`src/rtl/ict_pkg.sv`:
```
package ict_pkg;

  typedef enum logic [2:0] {
    ICT_M0 = 3'd0,  // flag on terminal count
    ICT_M1 = 3'd1,  // retriggerable one-shot
    ICT_M2 = 3'd2,  // rate generator
    ICT_M3 = 3'd3,  // square wave
    ICT_M4 = 3'd4,  // software-started strobe
    ICT_M5 = 3'd5   // gate-started strobe
  } ict_mode_e;

  // codes 6 and 7 fold onto the rate and square modes
  function automatic ict_mode_e ict_decode(input logic [2:0] code);
    if (code[2:1] == 2'b11) return ict_mode_e'({1'b0, code[1:0]});
    return ict_mode_e'(code);
  endfunction

endpackage

```
`src/rtl/ict_gate_edge.sv`:
```
module ict_gate_edge (
  input  logic clk,
  input  logic rst_n,
  input  logic tick,
  input  logic gate,
  output logic rise_o
);
  logic prev_q;

  always_ff @(posedge clk) begin
    if (!rst_n)     prev_q <= 1'b0;
    else if (tick)  prev_q <= gate;
  end

  assign rise_o = tick & gate & ~prev_q;

endmodule

```
`src/rtl/ict_down_step.sv`:
```
module ict_down_step #(
  parameter int W = 16
) (
  input  logic [W-1:0] cnt_i,
  input  logic [W-1:0] init_i,
  input  logic         bcd_i,
  output logic [W-1:0] nxt_o,
  output logic [W-1:0] thr_o,
  output logic         at_one_o,
  output logic         nxt_one_o,
  output logic         nxt_zero_o
);
  localparam int DIG = W / 4;

  function automatic logic [W-1:0] dec_bcd(input logic [W-1:0] v);
    logic [W-1:0] r;
    logic         borrow;
    r = v;
    borrow = 1'b1;
    for (int i = 0; i < DIG; i++) begin
      if (borrow) begin
        if (r[i*4 +: 4] == 4'd0) r[i*4 +: 4] = 4'd9;
        else begin
          r[i*4 +: 4] = r[i*4 +: 4] - 4'd1;
          borrow = 1'b0;
        end
      end
    end
    return r;
  endfunction

  // floor(N/2) in decimal digits; 0 stands for 10^DIG
  function automatic logic [W-1:0] half_bcd(input logic [W-1:0] v);
    logic [W-1:0] r;
    int rem;
    int val;
    r = '0;
    rem = 0;
    if (v == '0) r[(DIG-1)*4 +: 4] = 4'd5;
    else begin
      for (int i = DIG - 1; i >= 0; i--) begin
        val = rem * 10 + int'(v[i*4 +: 4]);
        r[i*4 +: 4] = 4'(val / 2);
        rem = val % 2;
      end
    end
    return r;
  endfunction

  // floor(N/2) in binary; 0 stands for 2^W
  function automatic logic [W-1:0] half_bin(input logic [W-1:0] v);
    logic [W-1:0] r;
    r = v >> 1;
    if (v == '0) r[W-1] = 1'b1;
    return r;
  endfunction

  function automatic logic digits_ok(input logic [W-1:0] v);
    logic ok;
    ok = 1'b1;
    for (int i = 0; i < DIG; i++)
      if (v[i*4 +: 4] > 4'd9) ok = 1'b0;
    return ok;
  endfunction

  assign nxt_o      = bcd_i ? dec_bcd(cnt_i) : (cnt_i - W'(1));
  assign thr_o      = bcd_i ? half_bcd(init_i) : half_bin(init_i);
  assign at_one_o   = (cnt_i == W'(1));
  assign nxt_one_o  = (nxt_o == W'(1));
  assign nxt_zero_o = (nxt_o == '0);

  // a legal decimal count steps to a legal decimal count
  always_comb begin
    p_bcd_step_r9: assert (!(bcd_i && digits_ok(cnt_i)) || digits_ok(nxt_o));
  end

endmodule

```
`src/rtl/ict_channel.sv`:
```
module ict_channel
  import ict_pkg::*;
#(
  parameter int W = 16
) (
  input  logic         clk,
  input  logic         rst_n,
  input  logic         tick,
  input  logic         gate,
  input  logic         ctrl_wr,
  input  logic [2:0]   mode_in,
  input  logic         bcd_in,
  input  logic         count_wr,
  input  logic [W-1:0] count_in,
  output logic         out
);
  ict_mode_e   mode_q;
  ict_mode_e   mode_new;
  logic        bcd_q;
  logic        run_q;
  logic        loaded_q;
  logic        out_q;
  logic [W-1:0] init_q;
  logic [W-1:0] cnt_q;

  // named internal events
  logic         gate_rise;
  logic         gate_free;
  logic         cnt_tick;
  logic [W-1:0] nxt;
  logic [W-1:0] thr;
  logic         at_one;
  logic         nxt_one;
  logic         nxt_zero;

  ict_gate_edge u_edge (
    .clk    (clk),
    .rst_n  (rst_n),
    .tick   (tick),
    .gate   (gate),
    .rise_o (gate_rise)
  );

  ict_down_step #(.W(W)) u_step (
    .cnt_i      (cnt_q),
    .init_i     (init_q),
    .bcd_i      (bcd_q),
    .nxt_o      (nxt),
    .thr_o      (thr),
    .at_one_o   (at_one),
    .nxt_one_o  (nxt_one),
    .nxt_zero_o (nxt_zero)
  );

  assign mode_new  = ict_decode(mode_in);
  assign gate_free = (mode_q == ICT_M1) || (mode_q == ICT_M5);
  assign cnt_tick  = tick & run_q & (gate_free | gate);

  always_ff @(posedge clk) begin
    if (!rst_n) begin
      mode_q   <= ICT_M0;
      bcd_q    <= 1'b0;
      init_q   <= '0;
      cnt_q    <= '0;
      run_q    <= 1'b0;
      loaded_q <= 1'b0;
      out_q    <= 1'b1;
    end else if (ctrl_wr) begin
      mode_q   <= mode_new;
      bcd_q    <= bcd_in;
      run_q    <= 1'b0;
      loaded_q <= 1'b0;
      out_q    <= (mode_new != ICT_M0);
    end else if (count_wr) begin
      init_q   <= count_in;
      loaded_q <= 1'b1;
      if (!gate_free) begin
        cnt_q <= count_in;
        run_q <= 1'b1;
        out_q <= (mode_q != ICT_M0);
      end
    end else begin
      case (mode_q)
        ICT_M0: begin
          if (cnt_tick) begin
            cnt_q <= nxt;
            if (nxt_zero) begin
              out_q <= 1'b1;
              run_q <= 1'b0;
            end
          end
        end
        ICT_M1, ICT_M5: begin
          if (gate_rise && loaded_q) begin
            cnt_q <= init_q;
            run_q <= 1'b1;
            out_q <= (mode_q != ICT_M1);
          end else if (cnt_tick) begin
            if (at_one) begin
              run_q <= 1'b0;
              out_q <= 1'b1;
            end else begin
              cnt_q <= nxt;
              out_q <= (mode_q == ICT_M1) ? 1'b0 : !nxt_one;
            end
          end
        end
        ICT_M2, ICT_M3: begin
          if (!gate) begin
            out_q <= 1'b1;
          end else if (gate_rise && run_q) begin
            cnt_q <= init_q;
            out_q <= 1'b1;
          end else if (cnt_tick) begin
            if (at_one) begin
              cnt_q <= init_q;
              out_q <= 1'b1;
            end else begin
              cnt_q <= nxt;
              out_q <= (mode_q == ICT_M2) ? !nxt_one : (nxt > thr);
            end
          end
        end
        ICT_M4: begin
          if (cnt_tick) begin
            if (at_one) begin
              run_q <= 1'b0;
              out_q <= 1'b1;
            end else begin
              cnt_q <= nxt;
              out_q <= !nxt_one;
            end
          end
        end
        default: out_q <= 1'b1;
      endcase
    end
  end

  assign out = out_q;

  // arming mode 0 with a count pulls the output low
  p_m0_arm_low_r2: assert property (@(posedge clk) disable iff (!rst_n)
    (mode_q == ICT_M0 && count_wr && !ctrl_wr) |=> !out_q);

  // an accepted trigger starts the one-shot pulse
  p_one_shot_start_r3: assert property (@(posedge clk) disable iff (!rst_n)
    (mode_q == ICT_M1 && gate_rise && loaded_q && !ctrl_wr && !count_wr) |=> !out_q);

  // a low strobe lasts a single tick
  p_strobe_width_r4: assert property (@(posedge clk) disable iff (!rst_n)
    ((mode_q == ICT_M2 || mode_q == ICT_M5) && !out_q && tick && !ctrl_wr && !count_wr)
    |=> out_q);

  // gate low forces the output high in modes 2 and 3
  p_gate_force_high_r6: assert property (@(posedge clk) disable iff (!rst_n)
    ((mode_q == ICT_M2 || mode_q == ICT_M3) && !gate && !ctrl_wr && !count_wr) |=> out_q);

  // gate low freezes mode 4 without touching the output
  p_m4_gate_hold_r7: assert property (@(posedge clk) disable iff (!rst_n)
    (mode_q == ICT_M4 && !gate && !ctrl_wr && !count_wr) |=> $stable(out_q));

  // no tick, no write, gate high: nothing moves
  p_idle_hold_r11: assert property (@(posedge clk) disable iff (!rst_n)
    (!tick && !ctrl_wr && !count_wr && gate) |=> ($stable(out_q) && $stable(cnt_q)));

endmodule

```
`config.mk`:
```
export PLATFORM = sky130hd
export DESIGN_NAME = ict_channel
export DESIGN_NICKNAME = d
export VERILOG_FILES = /design/src/rtl/ict_pkg.sv /design/src/rtl/ict_gate_edge.sv /design/src/rtl/ict_down_step.sv /design/src/rtl/ict_channel.sv
export SDC_FILE = /design/constraint.sdc
export NUM_CORES = 1
export LEC_CHECK = 0
export BUFFER_PORTS_ARGS = -buffer_cell sky130_fd_sc_hd__buf_2
export CORE_UTILIZATION = 35
export CTS_CLUSTER_DIAMETER = 30
export DETAILED_ROUTE_END_ITERATION = 10
export PLACE_DENSITY = 0.63
export SLEW_MARGIN = 10
export SYNTH_ARGS = -nofsm -noshare
export SYNTH_HDL_FRONTEND = slang
export SYNTH_SLANG_ARGS = --single-unit
```
`constraint.sdc`:
```
create_clock -name clk -period 6.1 [get_ports clk]
set_input_delay 1.525 -clock clk [delete_from_list [all_inputs] [get_ports clk]]
set_output_delay 1.525 -clock clk [all_outputs]
set_load 0.05 [all_outputs]
```
==> reports/metrics.csv <==
metric,value,unit
wl on met1,4880,µm
final non-filler cell area,3860,µm²
P&R area growth vs syn,8.13,%
post-route setup TNS,0,ps
final worst path period share,65.0,%
largest net degree at the start of global routing,43,
uppermost layer routed,met4,
area of the mapped netlist,3570,µm²
initial cell density of the core,36.3,%
multi-input gate area in the final layout,2550,µm²
leakage power,0.00151,µW
CP startpoint kind,flop,
Synth Instances,485,
clk buf depth,2,
cts hold-fix bufs,0,
most frequent cell after synthesis,nand2_1,
GR Overflow Total,0,
Worst Hold Class,reg -> reg,
worst slew pin tran,801,ps
warning count from the yosys run,0,
drt pass-1 iters,4,
Routability Congestion,0.928,
TritonCTS clock tree,built,
via count,3598,
Worst-path clk slew,90,ps
biggest area consumer among synthesized cells,dfxtp_1,
syn nets,538,
Post-Synth Simple-Gate Area,30.2,%
Synth Flop Type,dfxtp_1,
core area,9820,µm²
Rows,36,
worst rel slew slack,46.5,%
Adder-Cell Fraction of Synth Area,9.75,%
"EDFF count, synth",0,
H-Tree Depth,2,
post_cts resized,0,
Compound-Gate Fraction of Synth Area,26.5,%
PortBufs,26,
Routed wire per std cell,16.8,µm
Post-DP Area,3750,µm²
Die Wd,103,µm
CP arrival,4170,ps
drt drc,0,
Worst Path Max Fanout,10,
metal3 WL,537,µm
CP endpoint kind,flop,
Die Span Y,103,µm
top-area cell type share of the netlist area,22.4,%
"Avg Cell Area, Syn",7.36,µm²
Post-Synth XOR/XNOR Area,2.45,%
Seq. cell area,801,µm²
Via-to-Cell Ratio,5.76,
Final min period,3970,ps
critical path class,reg -> reg,
Clock Latency Late Sink,310,ps
CTS Buf Count,5,
clock sink total,40,
final slew viol count,0,
first-pass GRT wire length,17100,µm
register area share after synthesis,22.4,%
final antenna-violating net count,0,
# fillers,1098,
gr usage total,21.1,%
detailed placer's ending HPWL,7760,µm
"top cells by area, synth","dfxtp_1 (22%), ha_1 (9.5%), nand2_1 (7.5%), nor2b_1 (5.3%), a21oi_1 (4.5%)",
RSZ-0062 raised after global routing,false,
multiplexer share of the synthesized area,2.56,%
routed length on met2,4790,µm
final WL,10500,µm
Synth cell types,58,
"FFs w/ async S/R, synth",0,%
synth cell count leaders,"nand2_1 (71), dfxtp_1 (40), a21oi_1 (32)",
#FFs+latches synth,40,
die area,10600,µm²
vias in the first global route,3419,
number of nets in the layout,544,
n_diodes,0,
Fin. Hold Viols,0,
clk root buf,clkbuf_8,
ratio of cells with drive above 1 in the final layout,9.96,%
Worst Skew,2.00,ps
final setup vio count,0,
status,"complete, no violations",
IO Pins,27,
PD cells,241,nW/µm²
peak supply drop,127,µV
Critical Path RT,6300,ps
antenna violations before repair,0,
"Setup Fix Bufs, Post-CTS",0,
f_max,252,MHz
main combinational cell family by area after synthesis,simple AND/OR/NAND/NOR gates,
max_cap viols,0,
Starting DRT DRC Count,324,
## through the flow
stage | util (%) | worst slack [ps] | std cells | hold WS (ps) | total power (µW)
6_report | 39.3 | 2130 | 625 | 510 | 929
5_1_grt | 39.3 | 1780 | 625 | 527 | 997
4_1_cts | 39.3 | 2180 | 625 | 509 | 929
3_5_place_dp | 38.2 | 2210 | 617 | 492 | 698
3_3_place_gp | 38.2 | 2350 | 617 | 484 | 690
2_1_floorplan | - | 2610 | 485 | 432 | 608
## flip-flops by register name (all words and copies together), names as in the netlist
| name | count |
|---|---|
| bcd_q | 1 |
| mode_q | 3 |
| run_q | 1 |
| u_edge.prev_q | 1 |
| init_q | 16 |
| out | 1 |
| loaded_q | 1 |
| cnt_q | 16 |
## report_power, final
group          leakage [µW]  internal, µW  total (µW)  switching, µW
clock             0.0000541           121         230            109
sequential         0.000328           279         311           31.2
combinational       0.00113           160         388            228
total               0.00151           561         929            368
## logic make-up (layout without fill, tap and decap cells)
| group | after synthesis | count (layout) |
|---|---|---|
| fa+ha+maj | 28 | 28 |
| flops | 40 | 40 |
| simple gates | 209 | 209 |
| mux | 9 | 9 |
| compound gates | 138 | 138 |
| buf+inv | 51 | 58 |
| xor+xnor | 10 | 10 |
## placed cells by master, fill, tap and decap left out, types with 5 or more instances in the layout
cell and count:
and3_1 5, a31oi_1 5, nand2_1 71, o21ai_0 23, nand3_1 10, nor2_1 30
a21oi_1 32, nand2b_1 12, nor4_1 11, nand4_1 7, or3_1 6, dfxtp_1 40
buf_2 26, xnor2_1 7, nor3_1 8, a211oi_1 11, nor2b_1 30, ha_1 27
clkbuf_8 5, o41ai_1 12, a21boi_0 18, mux2i_1 8, inv_1 20, a22oi_1 5
a221oi_1 5
## path summary, 6_finish.rpt
path | from | endpoint | slack (ps) | cells after the start
max reg2reg | cnt_q[0] | out | 2130 | 15
min reg2reg | loaded_q | loaded_q | 510 | 1
max | cnt_q[0] | out | 2130 | 15
min | loaded_q | loaded_q | 510 | 1
## layer usage
metal,GRT usage (%),vias to the layer above
met5,0,-
met4,10.4,0
met3,2.64,18
met2,33.7,108
met1,27.9,1696
li1,-,1776
## critical path, cell delays in order (launching register included)
cell and delay, ps:
dfxtp_1 400, inv_1 110, ha_1 320, nor3b_1 700
o21ai_0 170, a221oi_1 450, inv_1 90, ha_1 300
a21o_1 160, a21oi_1 140, nor2b_1 60, o311a_1 280
a221oi_1 270, a311o_1 180, o311a_1 170, mux2i_1 60
## area by class of cell
cell class	count	area share (%)
Clock buffer	5	1.78
Clock inverter	3	1.10
Inverter	21	2.04
Multi-Input combinational cell	394	66.1
Sequential cell	40	20.8
Tap cell	133	4.31
Timing Repair Buffer	29	3.96
Power figures use the tool's default switching activity.
